### config.mk
export PLATFORM = sky130hd
export DESIGN_NAME = mac_result_extract
export DESIGN_NICKNAME = d
export VERILOG_FILES = /design/src/rtl/mre_pkg.sv /design/src/rtl/mre_mode_decode.sv /design/src/rtl/mre_condition.sv /design/src/rtl/mre_clamp.sv /design/src/rtl/mac_result_extract.sv
export SDC_FILE = /design/constraint.sdc
export NUM_CORES = 1
export LEC_CHECK = 0
export CAP_MARGIN = 20
export CORE_UTILIZATION = 40
export CTS_BUF_LIST = sky130_fd_sc_hd__clkbuf_2
export DETAILED_ROUTE_END_ITERATION = 12
export PLACE_DENSITY = 0.62
export SLEW_MARGIN = 20
export SYNTH_ARGS = -nofsm -noshare
export SYNTH_HDL_FRONTEND = slang
export SYNTH_HIERARCHICAL = 1
export SYNTH_SLANG_ARGS = --single-unit
### constraint.sdc
create_clock -name clk -period 13.97 [get_ports clk]
set_input_delay 1.397 -clock clk [delete_from_list [all_inputs] [get_ports clk]]
set_output_delay 1.397 -clock clk [all_outputs]
set_load 0.02 [all_outputs]
### src/rtl/mre_pkg.sv
// Package for the result extractor: mode codes and the control word
// that the mode decoder hands to the datapath.
package mre_pkg;

    typedef enum logic [3:0] {
        MD_FRAC        = 4'd0,
        MD_INT         = 4'd1,
        MD_UFRAC       = 4'd2,
        MD_UINT        = 4'd3,
        MD_FRAC_TRUNC  = 4'd4,
        MD_UFRAC_TRUNC = 4'd5,
        MD_FRAC_X2     = 4'd6,
        MD_INT_X2      = 4'd7,
        MD_INT_HI      = 4'd8
    } mre_mode_e;

    typedef struct packed {
        logic legal;    // combination supported
        logic dbl;      // shift left by one first
        logic rnd;      // round to nearest on bit 16
        logic trn;      // drop low 16 bits
        logic sgn;      // signed clamp
    } mre_ctrl_t;

endpackage

### src/rtl/mre_mode_decode.sv
// Mode decoder: turns the mode code and full-word flag into datapath
// controls. Assumes codes above 8 are unused and flags them illegal.
module mre_mode_decode
    import mre_pkg::*;
#(
    parameter int MODE_W = 4
) (
    input  logic [MODE_W-1:0] mode,
    input  logic              fullword,
    output mre_ctrl_t         ctrl
);

    // Decode table for the full-word and half-word forms.
    always_comb begin
        ctrl = '0;
        if (fullword) begin
            case (mode)
                MD_FRAC, MD_INT:       ctrl = '{legal: 1'b1, dbl: 1'b0, rnd: 1'b0, trn: 1'b0, sgn: 1'b1};
                MD_UFRAC:              ctrl = '{legal: 1'b1, dbl: 1'b0, rnd: 1'b0, trn: 1'b0, sgn: 1'b0};
                MD_FRAC_X2, MD_INT_X2: ctrl = '{legal: 1'b1, dbl: 1'b1, rnd: 1'b0, trn: 1'b0, sgn: 1'b1};
                default:               ctrl = '0;
            endcase
        end else begin
            case (mode)
                MD_FRAC, MD_INT_HI: ctrl = '{legal: 1'b1, dbl: 1'b0, rnd: 1'b1, trn: 1'b0, sgn: 1'b1};
                MD_INT:             ctrl = '{legal: 1'b1, dbl: 1'b0, rnd: 1'b0, trn: 1'b0, sgn: 1'b1};
                MD_UFRAC:           ctrl = '{legal: 1'b1, dbl: 1'b0, rnd: 1'b1, trn: 1'b0, sgn: 1'b0};
                MD_UINT:            ctrl = '{legal: 1'b1, dbl: 1'b0, rnd: 1'b0, trn: 1'b0, sgn: 1'b0};
                MD_FRAC_TRUNC:      ctrl = '{legal: 1'b1, dbl: 1'b0, rnd: 1'b0, trn: 1'b1, sgn: 1'b1};
                MD_UFRAC_TRUNC:     ctrl = '{legal: 1'b1, dbl: 1'b0, rnd: 1'b0, trn: 1'b1, sgn: 1'b0};
                MD_FRAC_X2:         ctrl = '{legal: 1'b1, dbl: 1'b1, rnd: 1'b1, trn: 1'b0, sgn: 1'b1};
                MD_INT_X2:          ctrl = '{legal: 1'b1, dbl: 1'b1, rnd: 1'b0, trn: 1'b0, sgn: 1'b1};
                default:            ctrl = '0;
            endcase
        end
    end

endmodule

### src/rtl/mre_condition.sv
// Operand conditioning: optional doubling, then either rounding or
// truncation of the low RND_SHIFT bits. The top SIGN_KEEP bits of the
// doubled value are restored afterwards so that the sign survives.
module mre_condition #(
    parameter int DATA_W    = 64,
    parameter int RND_SHIFT = 16,
    parameter int SIGN_KEEP = 8
) (
    input  logic [DATA_W-1:0] operand,
    input  logic              dbl,
    input  logic              rnd,
    input  logic              trn,
    output logic [DATA_W-1:0] cond
);

    localparam logic [DATA_W-1:0] KEEP_MASK = {{SIGN_KEEP{1'b1}}, {(DATA_W-SIGN_KEEP){1'b0}}};
    localparam logic [DATA_W-1:0] HALF_LSB  = DATA_W'(1) << (RND_SHIFT - 1);

    logic [DATA_W-1:0] scaled;
    logic [DATA_W-1:0] biased;

    // Scale, bias, shift and restore the sign byte.
    always_comb begin
        scaled = dbl ? {operand[DATA_W-2:0], 1'b0} : operand;
        biased = scaled + (rnd ? HALF_LSB : '0);
        if (rnd || trn)
            cond = (biased >> RND_SHIFT) | (scaled & KEEP_MASK);
        else
            cond = scaled;
    end

endmodule

### src/rtl/mre_clamp.sv
// Range clamp: reduces a wide value to OUT_W bits, signed or unsigned,
// and reports whether the value had to be replaced. Overflow is found
// from the discarded high bits rather than by magnitude comparison.
module mre_clamp #(
    parameter int IN_W  = 64,
    parameter int OUT_W = 32
) (
    input  logic [IN_W-1:0]  value,
    input  logic             sgn,
    output logic [OUT_W-1:0] clamped,
    output logic             hit
);

    localparam logic [OUT_W-1:0] S_MAX = {1'b0, {(OUT_W-1){1'b1}}};
    localparam logic [OUT_W-1:0] S_MIN = {1'b1, {(OUT_W-1){1'b0}}};

    logic ovf_s;
    logic ovf_u;

    // Signed overflow: the sign-extension bits disagree. Unsigned: any high bit set.
    always_comb begin
        ovf_s = !((&value[IN_W-1:OUT_W-1]) || !(|value[IN_W-1:OUT_W-1]));
        ovf_u = |value[IN_W-1:OUT_W];
        if (sgn) begin
            hit     = ovf_s;
            clamped = ovf_s ? (value[IN_W-1] ? S_MIN : S_MAX) : value[OUT_W-1:0];
        end else begin
            hit     = ovf_u;
            clamped = ovf_u ? '1 : value[OUT_W-1:0];
        end
    end

endmodule

### src/rtl/mac_result_extract.sv
// Result extractor top: decodes the mode, conditions the operand, clamps
// it to 32 or 16 bits and selects the form. REG_OUT=1 adds one register
// stage with synchronous active-low reset; REG_OUT=0 is combinational.
module mac_result_extract
    import mre_pkg::*;
#(
    parameter int DATA_W    = 64,
    parameter int RES_W     = 32,
    parameter int MODE_W    = 4,
    parameter bit REG_OUT   = 1'b1
) (
    input  logic              clk,
    input  logic              rst_n,
    input  logic [DATA_W-1:0] operand,
    input  logic [MODE_W-1:0] mode,
    input  logic              fullword,
    output logic [RES_W-1:0]  result,
    output logic              saturated,
    output logic              illegal
);

    localparam int HALF_W = RES_W / 2;

    mre_ctrl_t          ctrl;
    logic [DATA_W-1:0]  cond;
    logic [RES_W-1:0]   full_val;
    logic [HALF_W-1:0]  half_val;
    logic               full_hit;
    logic               half_hit;
    logic [RES_W-1:0]   nxt_result;
    logic               nxt_sat;
    logic               nxt_ill;

    mre_mode_decode #(.MODE_W(MODE_W)) u_dec (
        .mode     (mode),
        .fullword (fullword),
        .ctrl     (ctrl)
    );

    mre_condition #(.DATA_W(DATA_W), .RND_SHIFT(HALF_W), .SIGN_KEEP(8)) u_cond (
        .operand (operand),
        .dbl     (ctrl.dbl),
        .rnd     (ctrl.rnd),
        .trn     (ctrl.trn),
        .cond    (cond)
    );

    mre_clamp #(.IN_W(DATA_W), .OUT_W(RES_W)) u_clamp_full (
        .value   (cond),
        .sgn     (ctrl.sgn),
        .clamped (full_val),
        .hit     (full_hit)
    );

    mre_clamp #(.IN_W(DATA_W), .OUT_W(HALF_W)) u_clamp_half (
        .value   (cond),
        .sgn     (ctrl.sgn),
        .clamped (half_val),
        .hit     (half_hit)
    );

    // Form select, with illegal combinations forced to zero.
    always_comb begin
        nxt_ill = !ctrl.legal;
        if (!ctrl.legal) begin
            nxt_result = '0;
            nxt_sat    = 1'b0;
        end else if (fullword) begin
            nxt_result = full_val;
            nxt_sat    = full_hit;
        end else begin
            nxt_result = {{(RES_W-HALF_W){1'b0}}, half_val};
            nxt_sat    = half_hit;
        end
    end

    generate
        if (REG_OUT) begin : g_reg
            // Output register stage.
            always_ff @(posedge clk) begin
                if (!rst_n) begin
                    result    <= '0;
                    saturated <= 1'b0;
                    illegal   <= 1'b0;
                end else begin
                    result    <= nxt_result;
                    saturated <= nxt_sat;
                    illegal   <= nxt_ill;
                end
            end
        end else begin : g_comb
            // Direct combinational outputs.
            always_comb begin
                result    = nxt_result;
                saturated = nxt_sat;
                illegal   = nxt_ill;
            end
        end
    endgenerate

endmodule

---- Word-level counts from Yosys, hierarchy flattened ----
Memories as Yosys holds them, arrays and structs flattened.
Index checks and enable logic that the tools add are counted.
operators by class
  reductions and logical operators ........ 19
  mux-type cells .......................... 17
  add/sub/neg operators ................... 1
  bitwise operators ....................... 1
  equal/unequal tests ..................... 4
operator list
  kind                  number
  $mux W32              4
  $mux W64              2
  $mux W16              6
  $add A64 B64 Y64      1
  $or A48 B64 Y64       1
  $reduce_and A49 Y1    1
  $reduce_or A49 Y1     1
  $reduce_or A48 Y1     1
  $reduce_and A33 Y1    1
  $reduce_or A33 Y1     1
  $reduce_or A32 Y1     1
  $pmux W5 S3           1
  $eq A4 B3 Y1 const B  2
  $logic_not A1 Y1      5
  $mux W5               1
  $eq A4 B1 Y1 const B  1
  $eq A4 B2 Y1 const B  1
  $logic_not A4 Y1      1
  $reduce_or A2 Y1      2
  $logic_or A1 B1 Y1    3
  $mux W1               3
  $reduce_and A3 Y1     1
  $reduce_and A2 Y1     1
word-level totals
  word-level logic and storage cells ...... 47
  ROM bits ................................ 80
  output and inout port bits .............. 34
  memories kept ........................... 1
  bits in registers ....................... 34
memories
  memory           words  width  rd ports  clocked after Yosys merged registers in  wr ports  line                   source
  (no name shown)  16     5      1         0                                        0         mre_mode_decode.sv:24  case (mode)

---- Longest topological paths before layout ----
Gate-level depths: netlist (run 1).
  word-level depth ........................ 14
  depth in mapped cells ................... 28

---- By module ----
The synthesis (run 1) kept the hierarchy.
by module, submodules not included
  module                    instances  cells an instance  area an instance (um^2)  seq. area each (um^2)
  mre_condition             1          464                3091.7                   0.0
  mac_result_extract        1          93                 1099.8                   680.7
  mre_clamp (u_clamp_half)  1          98                 570.5                    0.0
  mre_clamp (u_clamp_full)  1          67                 480.5                    0.0
  mre_mode_decode           1          13                 91.3                     0.0

---- Least setup slack after synthesis (run 1) ----
No wires, ideal clock.
  path kind ............................... input to register
  start ................................... input mode[3]
  end ..................................... register result[10]
  stages on the path ...................... 26
  data arrival time ....................... 6845 ps
  data required time ...................... 13853 ps
  path slack .............................. 7008 ps
  library setup time ...................... 117 ps
  cell sequence ........................... inv_1 > and3_1 > buf_6 > buf_12 > buf_6 > buf_4 > buf_2 > buf_2 > buf_1 > mux2_2 > ha_1 > nand4_2 > or4b_1 > buf_2 > or4b_1 > buf_2 > o21a_1 > o31ai_1 > nor4_1 > nand4_1 > nor4_1 > nor4b_1 > buf_6 > a311oi_1 > mux2i_1 > nor2_1
RTL lines
  element               line                      source
  from (decl)           mac_result_extract.sv:15  input logic [MODE_W-1:0] mode,
  to (signal assigned)  mac_result_extract.sv:86  result <= nxt_result;
  to (decl)             mac_result_extract.sv:17  output logic [RES_W-1:0] result,

==> flow_summary.toml, run 1 <==
[route]
viasPerCell = 6.16
dr.first_iter.drc_count = 510
wl_mm = 19.6
avgRoutedWirePerCell_microns = 20.1
dr.pass1.iters = 5
drc = 0
postRouteAntennaNets = 0
num_vias = 6002

[power_and_ir_drop]
p_leak_nw = 2.24
irDropWorstVdd_mv = 0.0282
power_density_nw_per_um2 = 52.1

[critical_path]
crit_family = "simple AND/OR/NAND/NOR gates"
critPathMaxFanout = 75
crit_chain = "clkdlybuf4s50_1 -> and3_4 -> buf_4 -> mux2i_1 -> or4b_1 -> or4_1 -> o31a_1 -> o31ai_1 -> nand4_1 -> nor4_1 -> nand4_1 -> nand2b_1 -> a311oi_1 -> mux2i_1 -> nor2_1"
path_class = "input pin to flip-flop"
critPathLaunchType = "input pin"
cp.arrival_ns = 7.46
cp_slowest_cell = "o31ai_1"
cpPeakStageDelay_ns = 0.77
cp.required_ns = 14.22
crit_path_end_kind = "flip-flop"
worst-path-buf-inv = 2

[finish]
n_antenna_cell = 0
num-nets-final = 874
fin_cells = 975
syn_to_final_growth_pct = 19.6
finish.utilization_pct = 49.7
layout-drive-gt1-share_pct = 8.47
fill_cells = 1308

[yosys]
synth_flop_cell = "dfxtp_1"
synth_compound_area_share_pct = 22.3
synthAdderAreaFrac_pct = 0.235
synth_cells = 735
yosysWarnings = 6
async_reset_ff_share_pct = 0
synth_top_area_share_pct = 12.8
synth_xor_area_share_pct = 3.94
synth-edff-count = 0
ys_seq_elements = 34
syn-num-nets = 807
synth_top_family_by_area = "simple AND/OR/NAND/NOR gates"
synth-simple-area-share_pct = 35.6
synth.area.top_cells = "dfxtp_1 13%, mux2i_1 9.9%, nor2_1 5.1%"
synth.largest_area_cell = "dfxtp_1"
synth_cell_types = 71
syn_area_sq_um = 5330
synth.avg_cell_area_sq_um = 7.26
synth.area.mux_share_pct = 16.5
ys_seq_area_share_pct = 12.8

[sta]
fmax_mhz = 139
tightest_slew_ns = 0.912
max-slew-margin-rel_pct = 38.7
rsz0062_at_grt = "false"
fin_crit_ns = 7.21
tns_ns = 0
min_period_over_period_pct = 51.6
hold_viol = 0
setup_viol_count_final = 0
final-max-slew-violation-count = 0

[clock_tree]
clk_pin_slew_worst_paths_ns = 0.17
clock_tree.htree_level_count = 2
cts_buffer_depth = 2
ctsHoldBuffers = 0
cts_tree = "done"
cts-buffers-inserted = 5
postCtsSetupRepairBufs = 0
root_buffer = "clkbuf_2"
cts_resized = 0
cts_sinks = 34

[die]
io_pins = 105
die_w_microns = 117
start_util_pct = 41.6
fp-row-count = 41
chipHeight_microns = 117
fp.dieArea_sq_um = 13800
core_area_sq_um = 12800

[global_routing]
grt_pass1_wl_mm = 31.1
grt_max_degree = 76
grt_overflow = 0
grt_pass1_vias = 5759
grt_usage_pct = 27.9
antenna_found_initial = 0

[place]
place_inst = 967
gp_congestion = 0.969
hpwlAfterDp_mm = 15.3
io_buffer_count = 104

[hold_path]
hp-class = "input pin to flip-flop"

[flow_run]
max-cap-violations = 0

[status]
outcome = "complete, no violations"
sequential cells by signal, indices dropped and copies added (netlist names):
| signal | cells |
|---|---|
| result | 32 |
| illegal | 1 |
| saturated | 1 |
metal layers:
metal	GRT usage, %	part of all wire (%)	vias up
li1	-	-	2911
met1	34.5	43	2805
met2	48.0	47	231
met3	4.12	5.9	55
met4	12.2	4.3	0
met5	0	0	-
synthesized netlist by cell type (24+ instances only):
master   instances
nor2_1          73
nand2_1         58
mux2i_1         53
nand3_1         44
dfxtp_1         34
nand4_1         34
o21a_1          34
a21oi_1         31
inv_1           31
nor4_1          31
and3_1          26
mux2_2          24
kinds of logic (layout without fill, tap and decap cells):
logic type,after synthesis,in the layout
AND/OR/NAND/NOR,345,345
flip-flops,34,34
buffers and inverters,84,152
AO/OA/AOI/OAI,166,166
adder cells (fa/ha/maj),1,1
multiplexers,81,81
XOR/XNOR,24,24
stage by stage:
stage                     total power [mW]  hold WS (ns)  instance area [sq um]  setup WS [ns]
after global placement               0.287          2.04                   6330           6.27
final                                0.333          1.65                   6380           6.76
after CTS                            0.334          1.63                   6370           6.49
after global routing                 0.354          1.61                   6380           6.37
after floorplan                      0.217          1.53                   5330           7.01
after detailed placement             0.289          2.05                   6330           6.16
path summary, 6_finish.rpt:
| kind | from | endpoint | slack (ns) | depth (start not counted) |
|---|---|---|---|---|
| setup / recovery | mode[1] | result[10]$_SDFF_PN0_ | 6.76 | 15 |
| hold / removal | rst_n | illegal$_SDFF_PN0_ | 1.65 | 2 |
final cells by class:
cell class	instances	area, sq um	share of cell area (%)
multi-input combinational	617	4220	66.1
timing repair buffer	113	1110	17.4
sequential	34	681	10.7
tap	172	215	3.37
inverter	31	116	1.82
clock buffer	6	30.0	0.471
clock inverter	2	8.76	0.137
cell usage in the layout (no fill, tap or decap), types with 6 or more instances in the layout:
| master | n |
|---|---|
| o31ai_1 | 17 |
| and4_1 | 7 |
| xnor2_1 | 13 |
| nor4_1 | 30 |
| clkdlybuf4s50_1 | 104 |
| o21ai_0 | 17 |
| mux2_2 | 24 |
| nand2b_1 | 12 |
| o21a_1 | 34 |
| and3_1 | 25 |
| o31a_1 | 7 |
| nand2_1 | 58 |
| xor2_1 | 11 |
| a21o_1 | 6 |
| nand4_1 | 34 |
| nor2_1 | 72 |
| a211oi_1 | 7 |
| a311oi_1 | 15 |
| nand3_1 | 43 |
| buf_4 | 9 |
| inv_1 | 31 |
| a21oi_1 | 31 |
| mux2i_1 | 53 |
| nor3_1 | 11 |
| dfxtp_1 | 34 |
| nor2b_1 | 11 |
| clkbuf_2 | 6 |
power breakdown:
group	switching (mW)	total, mW	internal (mW)	leakage, nW
clock	0.0315	0.0438	0.0123	0.0304
sequential	0.00177	0.105	0.104	0.280
combinational	0.109	0.184	0.0741	1.93
total	0.143	0.333	0.190	2.24
(Power assumes the default switching activity.)
==> inputs of run 2 (changes only) <==
--- a/config.mk
+++ b/config.mk
@@ -9,7 +9,7 @@
 export CORE_UTILIZATION = 40
 export CTS_BUF_LIST = sky130_fd_sc_hd__clkbuf_2
 export DETAILED_ROUTE_END_ITERATION = 12
-export PLACE_DENSITY = 0.62
+export PLACE_DENSITY = 0.65
 export SLEW_MARGIN = 20
 export SYNTH_ARGS = -nofsm -noshare
 export SYNTH_HDL_FRONTEND = slang
==> constraint.sdc (replaced) <==
create_clock -name clk -period 6.5 [get_ports clk]
set_input_delay 0.65 -clock clk [delete_from_list [all_inputs] [get_ports clk]]
set_output_delay 0.65 -clock clk [all_outputs]
set_load 0.02 [all_outputs]
==> flow_summary.toml, run 2 (synthesis results as in run 1) <==
[route]
postRouteAntennaNets = 0
dr.pass1.iters = 6
dr.first_iter.drc_count = 655
wl_mm = 20.1
avgRoutedWirePerCell_microns = 20.2
num_vias = 6165
viasPerCell = 6.20
drc = 0

[clock_tree]
clock_tree.htree_level_count = 2
clk_pin_slew_worst_paths_ns = 0.17
postCtsSetupRepairBufs = 0
cts_buffer_depth = 2
cts_resized = 0
ctsHoldBuffers = 0
root_buffer = "clkbuf_2"
cts-buffers-inserted = 5
cts_sinks = 34
cts_tree = "done"

[sta]
setup_viol_count_final = 0
tightest_slew_ns = 0.903
hold_viol = 0
rsz0062_at_grt = "false"
final-max-slew-violation-count = 0
tns_ns = 0
fmax_mhz = 172
max-slew-margin-rel_pct = 39.8
fin_crit_ns = 5.81
min_period_over_period_pct = 89.4

[die]
chipHeight_microns = 117
core_area_sq_um = 12800
start_util_pct = 41.6
fp-row-count = 41
die_w_microns = 117
io_pins = 105
fp.dieArea_sq_um = 13800

[critical_path]
critPathLaunchType = "input pin"
critPathMaxFanout = 17
cp.arrival_ns = 6.07
cp.required_ns = 6.76
crit_path_end_kind = "flip-flop"
crit_start = "mode[0]"
path_class = "input pin to flip-flop"

[place]
gp_congestion = 0.904
place_inst = 987
hpwlAfterDp_mm = 15.6
placed_area_sq_um = 6500
io_buffer_count = 104

[status]
outcome = "complete, no violations"

[global_routing]
grt_pass1_vias = 5873
grt_usage_pct = 28.3
grt_overflow = 0
antenna_found_initial = 0
grt_pass1_wl_mm = 31.6
grt_max_degree = 101

[finish]
reg_top3 = "result (32), illegal (1), saturated (1)"
n_antenna_cell = 0
fin_cells = 995
layout_common_cells = "104 x clkdlybuf4s50_1, 72 x nor2_1, 58 x nand2_1"
syn_to_final_growth_pct = 22.6
finish.utilization_pct = 51.0
largest_register_ff_count = 32
final_common_cell = "clkdlybuf4s50_1"
layout-drive-gt1-share_pct = 10.4
num-nets-final = 894
largest_register = "result"
stdcell_area_sq_um = 6540

[power_and_ir_drop]
irDropWorstVdd_mv = 0.0645
p_leak_nw = 2.35
power_density_nw_per_um2 = 112

[flow_run]
max-cap-violations = 0

[hold_path]
hold_start = "rst_n"
hp-class = "input pin to flip-flop"
run 2: changes by cell type in the layout (fill, tap and decap cells not counted):
cell | before | now
nand3_2 | 1 | 0
buf_4 | 9 | 28
buf_12 | 0 | 1
nor4_1 | 30 | 31
nand3_1 | 43 | 44
nor4b_4 | 1 | 2
nor4b_2 | 4 | 3
nor4_2 | 2 | 1
run 2: layer usage:
metal	global-route usage, %	routed length (microns)	vias to the layer above	share of wire, %
met5	0	0	-	0
met4	10.5	737	0	3.7
met3	4.41	1220	42	6.1
met2	48.3	9370	271	47
met1	35.7	8740	2909	44
li1	-	-	2943	-
run 2: path summary, 6_finish.rpt:
kind,endpoint,depth (start not counted)
max,result[13]$_SDFF_PN0_,18
min,illegal$_SDFF_PN0_,2
run 2: layout make-up:
class                           count  area [sq um]
Clock buffer                        6          30.0
Clock inverter                      2          8.76
Fill cell                        1335          6290
Inverter                           31           116
Multi-Input combinational cell    617          4220
Sequential cell                    34           681
Tap cell                          172           215
Timing Repair Buffer              133          1270
run 2: critical path: stages:
cell	delay, ns
clkdlybuf4s50_1	0.44
or2_2	0.33
a211oi_1	0.31
nor2b_1	0.18
ha_1	0.25
nand4_2	0.16
or4b_1	0.71
or4_1	0.63
nor4_1	0.22
o31ai_1	0.14
buf_4	0.18
nor4_1	0.28
nand4_1	0.20
or4_1	0.87
nor2_1	0.18
a311oi_1	0.06
mux2i_1	0.19
nor2_1	0.06
run 2: where the power goes:
part | switching, mW | total (mW) | internal, mW
Clock | 0.0670 | 0.0935 | 0.0265
Combinational | 0.241 | 0.410 | 0.169
Sequential | 0.00426 | 0.227 | 0.223
Total | 0.312 | 0.730 | 0.418
run 2: per-stage QoR:
step           setup slack [ns]  hold WS, ns  power, mW
3_3_place_gp              0.247         1.29      0.631
3_5_place_dp              0.425         1.30      0.634
2_1_floorplan             0.285        0.778      0.467
4_1_cts                   0.808        0.895      0.729
6_report                  0.691        0.905      0.730
5_1_grt                   0.437        0.891      0.773
==> inputs of run 3 (changes only) <==
--- a/config.mk
+++ b/config.mk
@@ -10,6 +10,7 @@
 export CTS_BUF_LIST = sky130_fd_sc_hd__clkbuf_2
 export DETAILED_ROUTE_END_ITERATION = 12
 export PLACE_DENSITY = 0.65
+export REMOVE_ABC_BUFFERS = 1
 export SLEW_MARGIN = 20
 export SYNTH_ARGS = -nofsm -noshare
 export SYNTH_HDL_FRONTEND = slang
==> flow_summary.toml, run 3 (synthesis results as in run 1) <==
[sta]
final-max-slew-violation-count = 0
max-slew-margin-rel_pct = 32.8
min_period_over_period_pct = 93.7
setup_viol_count_final = 0
fin_crit_ns = 6.09
fmax_mhz = 164
hold-worst-slack_ns = 0.882
rsz0062_at_grt = "false"
fin_ws_ns = 0.408
tns_ns = 0
hold_viol = 0
tightest_slew_ns = 1.01

[critical_path]
critPathLaunchType = "input pin"
crit_chain = "clkdlybuf4s50_1 -> inv_1 -> and3_4 -> mux2i_1 -> nor2b_1 -> ha_1 -> nand4_2 -> or4b_1 -> or4b_1 -> nor3_1 -> o31ai_1 -> buf_4 -> nor4_1 -> nand4_1 -> nor4_1 -> nand2b_1 -> a311oi_1 -> mux2i_1 -> nor2_1"
cpPeakStageDelay_ns = 0.70
cp.arrival_ns = 6.38
critPathMaxFanout = 24
cp.required_ns = 6.79
crit_start = "mode[3]"
cp_slowest_cell = "or4b_1"
path_class = "input pin to flip-flop"
crit_path_end_kind = "flip-flop"

[global_routing]
antenna_found_initial = 0
grt_pass1_wl_mm = 30.6
grt_pass1_vias = 5655
grt_overflow = 0
grt_usage_pct = 27.4
grt_max_degree = 92

[hold_path]
min_path_cells = 2
hold_end = "illegal$_SDFF_PN0_"
hp-class = "input pin to flip-flop"
hold_start = "rst_n"

[clock_tree]
postCtsSetupRepairBufs = 0
ctsHoldBuffers = 0
cts-buffers-inserted = 5
cts_sinks = 34
cts_buffer_depth = 2
clk_pin_slew_worst_paths_ns = 0.18
cts_resized = 0
cts_tree = "done"
clock_tree.htree_level_count = 2
root_buffer = "clkbuf_2"

[route]
dr.pass1.iters = 7
viasPerCell = 6.22
drc = 0
num_vias = 6171
postRouteAntennaNets = 0
wl_mm = 19.5
avgRoutedWirePerCell_microns = 19.6
dr.first_iter.drc_count = 685

[finish]
finish.utilization_pct = 50.8
largest_register_ff_count = 32
n_antenna_cell = 0
stdcell_area_sq_um = 6520
syn_to_final_growth_pct = 22.2
layout_common_cells = "104 x clkdlybuf4s50_1, 72 x nor2_1, 58 x nand2_1"
reg_top3 = "result (32), illegal (1), saturated (1)"
layout-drive-gt1-share_pct = 10.1
final_common_cell = "clkdlybuf4s50_1"
num-nets-final = 891
largest_register = "result"

[place]
io_buffer_count = 104
hpwlAfterDp_mm = 15.1
gp_congestion = 0.907
placed_area_sq_um = 6480
dpl_worst_slack_ns = 0.134

[die]
fp-row-count = 41
die_w_microns = 117
fp.dieArea_sq_um = 13800
chipHeight_microns = 117
core_area_sq_um = 12800
io_pins = 105
start_util_pct = 41.6

[power_and_ir_drop]
p_leak_nw = 2.33
irDropWorstVdd_mv = 0.0487
power_density_nw_per_um2 = 112

[status]
outcome = "complete, no violations"

[flow_run]
max-cap-violations = 0
-- run 3: cell count changes in the layout (fill, tap and decap cells not counted), sizes merged --
cell / previous run / this run
buf: 29 / 26
-- run 3: stage by stage --
stage               total power, mW  instances
floorplan                     0.453        682
global placement              0.626        984
detailed placement            0.630        984
CTS                           0.723        992
global route                  0.768        992
finish                        0.727        992
-- run 3: critical path, delay by kind of cell --
| kind | cells | cell delay (ns) |
|---|---|---|
| simple gates | 11 | 4.02 |
| fa+ha+maj | 1 | 0.26 |
| buf+inv | 3 | 0.82 |
| compound gates | 2 | 0.27 |
| mux | 2 | 0.35 |
-- run 3: routing by layer --
layer | track usage [%] | routed length (microns)
met1 | 38.6 | 8930
met2 | 44.0 | 8780
met3 | 1.99 | 1260
met4 | 9.29 | 483
met5 | 0 | 0
-- run 3: how the worst max path moves through the flow --
| stage | endpoint | slack [ns] |
|---|---|---|
| after floorplan | result[0]$_SDFF_PN0_ | -1.63 |
| after global placement | result[0]$_SDFF_PN0_ | 0.30 |
| after detailed placement | result[14]$_SDFF_PN0_ | 0.13 |
| after CTS | result[14]$_SDFF_PN0_ | 0.55 |
| after global routing | result[9]$_SDFF_PN0_ | 0.06 |
| final | result[14]$_SDFF_PN0_ | 0.41 |
-- run 3: where the power goes --
group | switching (mW) | internal, mW | total, mW
clock network | 0.0664 | 0.0264 | 0.0928
registers | 0.00365 | 0.222 | 0.226
logic | 0.239 | 0.169 | 0.408
total | 0.309 | 0.418 | 0.727
-- run 3: final cells by class --
class	count	area [sq um]
clock buffers	6	30.0
clock inverters	2	8.76
fillers	1277	6310
inverters	31	116
multi-input cells	617	4220
flip-flops and latches	34	681
well taps	172	215
repair buffers	130	1250
